### src/rtl/resamp_pkg.sv
package resamp_pkg;
  typedef struct packed {
    logic shift;  // a new sample enters the window this cycle
    logic fire;   // window now holds the four samples for one output
  } resamp_ctl_t;
endpackage

### src/rtl/resamp_ctrl.sv
module resamp_ctrl
  import resamp_pkg::*;
#(
  parameter int FRAC_W   = 16,
  parameter int STEP_NUM = 3,
  parameter int STEP_DEN = 2
) (
  input  logic              clk,
  input  logic              rst,
  input  logic              inValid,
  output resamp_ctl_t       ctl,
  output logic [FRAC_W-1:0] dOut
);
  localparam int ACC_W = FRAC_W + 3;
  localparam logic [ACC_W-1:0] ONE    = ACC_W'(1) << FRAC_W;
  localparam logic [ACC_W-1:0] STEP_Q = ACC_W'((STEP_NUM << FRAC_W) / STEP_DEN);

  logic [2:0]        fillCnt;
  logic [ACC_W-1:0]  phaseAcc;
  logic              fireQ;
  logic [FRAC_W-1:0] dQ;
  logic              windowFull;

  // true when the incoming sample completes (or keeps) a full window
  assign windowFull = (fillCnt >= 3'd3);

  always_ff @(posedge clk) begin
    if (rst) begin
      fillCnt  <= '0;
      phaseAcc <= '0;
      fireQ    <= 1'b0;
      dQ       <= '0;
    end else begin
      fireQ <= 1'b0;
      if (inValid) begin
        if (fillCnt != 3'd4) fillCnt <= fillCnt + 3'd1;
        if (windowFull) begin
          if (phaseAcc < ONE) begin
            fireQ    <= 1'b1;
            dQ       <= phaseAcc[FRAC_W-1:0];
            phaseAcc <= phaseAcc + STEP_Q - ONE;
          end else begin
            phaseAcc <= phaseAcc - ONE;
          end
        end
      end
    end
  end

  assign ctl.shift = inValid;
  assign ctl.fire  = fireQ;
  assign dOut      = dQ;
endmodule

### src/rtl/resamp_datapath.sv
module resamp_datapath
  import resamp_pkg::*;
#(
  parameter int IN_W   = 16,
  parameter int OUT_W  = 20,
  parameter int FRAC_W = 16
) (
  input  logic                    clk,
  input  logic                    rst,
  input  resamp_ctl_t             ctl,
  input  logic [FRAC_W-1:0]       dIn,
  input  logic signed [IN_W-1:0]  inData,
  output logic                    outValid,
  output logic signed [OUT_W-1:0] outData
);
  localparam int CW       = IN_W + 4;             // coefficients scaled by 6
  localparam int HW       = CW + FRAC_W + 4;      // Horner partials, FRAC_W fraction bits
  localparam int MW       = HW + FRAC_W + 1;      // product of partial and offset
  localparam int OUT_FRAC = OUT_W - IN_W;
  localparam int RK       = 24;                   // precision of the 1/6 constant
  localparam int PW       = HW + RK + 1;
  localparam int SH       = FRAC_W + RK - OUT_FRAC;
  localparam longint RECIP = ((64'sd1 <<< RK) + 64'sd3) / 64'sd6;
  localparam logic signed [PW-1:0] RECIP_S = PW'(RECIP);
  localparam logic signed [PW-1:0] ROUND_S = PW'(1) <<< (SH - 1);

  logic signed [IN_W-1:0] win [4];  // win[0] oldest x(n-1) ... win[3] newest x(n+2)

  always_ff @(posedge clk) begin
    if (rst) win[3] <= '0;
    else if (ctl.shift) win[3] <= inData;
  end

  for (genvar i = 0; i < 3; i++) begin : g_win
    always_ff @(posedge clk) begin
      if (rst) win[i] <= '0;
      else if (ctl.shift) win[i] <= win[i+1];
    end
  end

  function automatic logic signed [CW-1:0] ext(input logic signed [IN_W-1:0] v);
    return {{(CW-IN_W){v[IN_W-1]}}, v};
  endfunction

  function automatic logic signed [HW-1:0] toH(input logic signed [CW-1:0] v);
    logic signed [HW-1:0] t;
    t = {{(HW-CW){v[CW-1]}}, v};
    return t <<< FRAC_W;
  endfunction

  function automatic logic signed [HW-1:0] mulFrac(input logic signed [HW-1:0] h,
                                                   input logic [FRAC_W-1:0] d);
    logic signed [MW-1:0] p;
    p = MW'(h) * MW'($signed({1'b0, d}));
    return $signed(p[HW+FRAC_W-1:FRAC_W]);
  endfunction

  // sub-filters, all scaled by 6 to keep integer taps
  logic signed [CW-1:0] xa, xb, xc, xe, diffAc, curv, slopeB;
  logic signed [CW-1:0] k0, k1, k2, k3;
  always_comb begin
    xa     = ext(win[0]);
    xb     = ext(win[1]);
    xc     = ext(win[2]);
    xe     = ext(win[3]);
    diffAc = xc - xa;
    curv   = xc - (xb <<< 1) + xa;
    slopeB = xb - xc;
    k0     = xc + (xb <<< 2) + xa;
    k1     = diffAc + (diffAc <<< 1);
    k2     = curv + (curv <<< 1);
    k3     = xe - xa + slopeB + (slopeB <<< 1);
  end

  // stage 1: coefficient registers
  logic signed [CW-1:0] s1k0, s1k1, s1k2, s1k3;
  logic [FRAC_W-1:0]    s1d, s2d, s3d;
  logic signed [CW-1:0] s2k0, s2k1, s3k0;
  logic signed [HW-1:0] s2h, s3h, h3;
  logic signed [PW-1:0] scaled;
  logic                 v1, v2, v3;

  always_ff @(posedge clk) begin
    if (rst) begin
      v1       <= 1'b0;
      v2       <= 1'b0;
      v3       <= 1'b0;
      outValid <= 1'b0;
    end else begin
      v1       <= ctl.fire;
      v2       <= v1;
      v3       <= v2;
      outValid <= v3;
    end
  end

  always_ff @(posedge clk) begin
    s1k0 <= k0;
    s1k1 <= k1;
    s1k2 <= k2;
    s1k3 <= k3;
    s1d  <= dIn;
    // stage 2: K3*d + K2
    s2h  <= mulFrac(toH(s1k3), s1d) + toH(s1k2);
    s2k0 <= s1k0;
    s2k1 <= s1k1;
    s2d  <= s1d;
    // stage 3: (.)*d + K1
    s3h  <= mulFrac(s2h, s2d) + toH(s2k1);
    s3k0 <= s2k0;
    s3d  <= s2d;
  end

  // stage 4: (.)*d + K0, then divide by 6 and round into the output format
  assign h3     = mulFrac(s3h, s3d) + toH(s3k0);
  assign scaled = PW'(h3) * RECIP_S + ROUND_S;

  always_ff @(posedge clk) begin
    outData <= $signed(scaled[SH+OUT_W-1:SH]);
  end
endmodule

### src/rtl/bspline_resampler.sv
module bspline_resampler
  import resamp_pkg::*;
#(
  parameter int IN_W     = 16,
  parameter int OUT_W    = 20,
  parameter int FRAC_W   = 16,
  parameter int STEP_NUM = 3,
  parameter int STEP_DEN = 2
) (
  input  logic                    clk,
  input  logic                    rst,
  input  logic                    inValid,
  input  logic signed [IN_W-1:0]  inData,
  output logic                    outValid,
  output logic signed [OUT_W-1:0] outData
);
  resamp_ctl_t       ctl;
  logic [FRAC_W-1:0] dCur;

  resamp_ctrl #(
    .FRAC_W  (FRAC_W),
    .STEP_NUM(STEP_NUM),
    .STEP_DEN(STEP_DEN)
  ) u_ctrl (
    .clk    (clk),
    .rst    (rst),
    .inValid(inValid),
    .ctl    (ctl),
    .dOut   (dCur)
  );

  resamp_datapath #(
    .IN_W  (IN_W),
    .OUT_W (OUT_W),
    .FRAC_W(FRAC_W)
  ) u_dp (
    .clk     (clk),
    .rst     (rst),
    .ctl     (ctl),
    .dIn     (dCur),
    .inData  (inData),
    .outValid(outValid),
    .outData (outData)
  );
endmodule

### config.mk
export PLATFORM = sky130hd
export DESIGN_NAME = bspline_resampler
export DESIGN_NICKNAME = d
export VERILOG_FILES = /design/src/rtl/resamp_pkg.sv /design/src/rtl/resamp_ctrl.sv /design/src/rtl/resamp_datapath.sv /design/src/rtl/bspline_resampler.sv
export SDC_FILE = /design/constraint.sdc
export NUM_CORES = 1
export LEC_CHECK = 0
export BUFFER_PORTS_ARGS = -buffer_cell sky130_fd_sc_hd__buf_2
export CELL_PAD_IN_SITES_DETAIL_PLACEMENT = 1
export CELL_PAD_IN_SITES_GLOBAL_PLACEMENT = 1
export CORE_MARGIN = 1
export CORE_UTILIZATION = 52
export CTS_BUF_LIST = sky130_fd_sc_hd__clkbuf_8 sky130_fd_sc_hd__clkbuf_16
export DETAILED_ROUTE_END_ITERATION = 10
export PLACE_DENSITY = 0.8
export SYNTH_ARGS = -nofsm -noshare
export SYNTH_HDL_FRONTEND = slang
export SYNTH_SLANG_ARGS = --single-unit
### constraint.sdc
create_clock -name clk -period 11.9 [get_ports clk]
set_input_delay 2.38 -clock clk [delete_from_list [all_inputs] [get_ports clk]]
set_output_delay 2.38 -clock clk [all_outputs]
set_load 0.05 [all_outputs]
==> results by group <==
Status
  – Outcome: completed

Yosys
  – Syn_area_per_cell: 9.83 um^2
  – Synth warn: 0
  – Yosys cell types: 80
  – Yosys top cell area share: 21.7%
  – Top_reg_cell synth: dfxtp_1
  – Area contributors post-synth: fa_1 (22%), ha_1 (21%), dfxtp_1 (15%)
  – Post-synthesis register bit count: 284
  – Cell count after synthesis: 2912
  – Most frequent cell after synthesis: inv_1
  – Number of synthesized flops with an enable pin: 64
  – Post-synthesis async set-or-reset flop share: 0%
  – Syn_nets: 3733
  – Synth cell count leaders: inv_1 (580), ha_1 (491), fa_1 (311)
  – Post-synth top area cell: fa_1
  – Seq/Total Area, Yosys: 22.1%
  – Post-synthesis cell area: 28600 um^2

Global route
  – First-pass GRT wire length: 120000 um
  – GRT Total Usage: 27.2%
  – GR Layer Usage met3: 2.59%
  – M2 GR Usage: 54.8%
  – Overflow after GRT: 0
  – Most used routing layer: met2
  – Vias in the first global route: 23400
  – Met1 Use GR: 29.9%
  – Initial antenna violation count: 0
  – Largest net degree at the start of global routing: 65

Floorplan
  – Die height: 237 um
  – Core Rows: 85
  – Initial Util: 52.9%
  – Core Region: 54100 um^2
  – I/O Pins: 40
  – Chip width: 237 um
  – Die Area: 56000 um^2

STA
  – RSZ-0062 raised after global routing: false
  – Min cycle time layout: 9380 ps
  – Fmax: 107 MHz
  – Final period util: 78.9%
  – Worst Max-Slew Pin Slew: 1100 ps
  – Final hold slack: 313 ps
  – Setup TNS: 0 ps
  – Finish-stage setup viols: 0
  – Max_slew headroom: 24.9%
  – Final hold vios: 0
  – Skew final: 20.0 ps
  – Max-slew violations: 0

Worst setup path
  – Crit Path Class: register to register
  – Slowest stage delay, CP: 750 ps
  – Req. time, crit path: 12350 ps
  – Worst path buffer plus inverter count: 6
  – Crit path max-delay family: adder cells
  – Worst-path fanout max: 27
  – Critical Path End Type: register
  – Setup crit start kind: register
  – Crit path arrival time: 9830 ps
  – Reg2Reg Setup Slack: 2520 ps
  – Slowest cell on the critical path: dfxtp_1

CTS
  – Clk root buf: clkbuf_16
  – Clk buf depth: 3
  – Worst skew pair latency: 570 ps
  – Clock net sink count: 284
  – Post_cts resized: 0
  – Post-CTS setup buffers: 0
  – CTS H-tree depth: 2
  – CTS Hold Buffers Added: 0
  – TritonCTS clock tree: yes
  – Total CTS buffers: 35
  – Clock-pin slew on the worst setup and hold paths: 70 ps

Run
  – # Max-Cap Violations: 0

Finish
  – Share of cells above drive strength 1: 4.95%
  – Nets: 3807
  – Syn-to-layout area delta: 8.38%
  – # diodes: 0
  – Layout Cells excl Fill: 3708

Drt
  – Drt pass-1 iters: 5
  – Post-DR wirelength/cell: 19.8 um
  – Antenna viol nets, final: 0
  – Final WL: 73500 um
  – Residual DRC: 0
  – DR vias/cell: 5.49
  – Starting DRT DRC Count: 632
  – Vias: 20400

Place
  – Routability Congestion: 0.907
  – HPWL Detailed: 61800 um
  – Port Buf Inserts: 39
  – # placed instances: 3645

Hold path
  – Hold WC Path Type: register to register
-- registers in the layout, summed over array words and instances, names as in the netlist, 3 cells and up --
register and count:
u_dp.s2h 23, u_dp.s3k0 20, u_dp.win 64, u_dp.s1k1 18
u_dp.s3h 26, u_ctrl.fillCnt 3, u_dp.outData 20, u_dp.s1k2 19
u_dp.s2k0 20, u_dp.s1k0 20, u_dp.s1k3 20, u_ctrl.phaseAcc 4
u_dp.s2k1 18
-- cells by family after synthesis --
kind of cell	Yosys count	share of synthesized area (%)
and+or+nand+nor	593	10.7
adders and majority gates	802	43.2
xor gates and xnor gates	179	5.52
AOI/OAI and AO/OA	449	10.4
buffers and inverters	600	7.89
muxes	5	0.192
DFF	284	22.1
-- through the flow --
step / util, % / instance area, um^2 / setup WS (ps)
2_1_floorplan: - / 28600 / 3640
3_3_place_gp: 54.9 / 29700 / 2670
3_5_place_dp: 54.9 / 29700 / 2420
4_1_cts: 57.3 / 31000 / 2400
5_1_grt: 57.3 / 31000 / 1950
6_report: 57.3 / 31000 / 2520
-- layout make-up --
type	instances	area [um^2]
fillers	6059	23100
multi-input cells	2028	20000
flip-flops and latches	284	6330
inverters	582	2180
clock buffers	43	1030
well taps	696	871
repair buffers	55	315
clock inverters	20	254
-- routing by layer --
layer / share of wire, % / up-vias / wire length (um)
met5: 0 / - / 0
li1: - / 9756 / -
met3: 2.2 / 105 / 1580
met1: 40 / 10300 / 29300
met4: 2.3 / 0 / 1680
met2: 56 / 240 / 40900
-- final timing paths --
path / from / end / cells after the start
worst max-delay path: u_dp.s3d[15]$_DFF_P_ / u_dp.outData[19]$_DFF_P_ / 33
worst min-delay path: u_dp.s2k0[10]$_DFF_P_ / u_dp.s3k0[10]$_DFF_P_ / 0
worst max register to register: u_dp.s3d[15]$_DFF_P_ / u_dp.outData[19]$_DFF_P_ / 33
worst min register to register: u_dp.s2k0[10]$_DFF_P_ / u_dp.s3k0[10]$_DFF_P_ / 0
-- placed cells by master (no fill, tap or decap), drive strengths merged, types with 24 or more instances in the layout --
cell type	netlist	final
a21o	33	33
a21oi	134	134
and2	115	115
buf	2	55
clkbuf	16	43
dfxtp	220	220
edfxtp	64	64
fa	311	311
ha	491	491
inv	582	590
nand2	84	84
nand2b	24	24
nand3	43	43
nor2	131	131
nor2b	34	34
nor3	69	69
o21ai	84	84
or3	26	26
xnor2	145	145
xor2	33	33
Power is left out: the tool's default activity adds up to more than one toggle a clock period on the data nets, which glitch-free logic cannot reach.
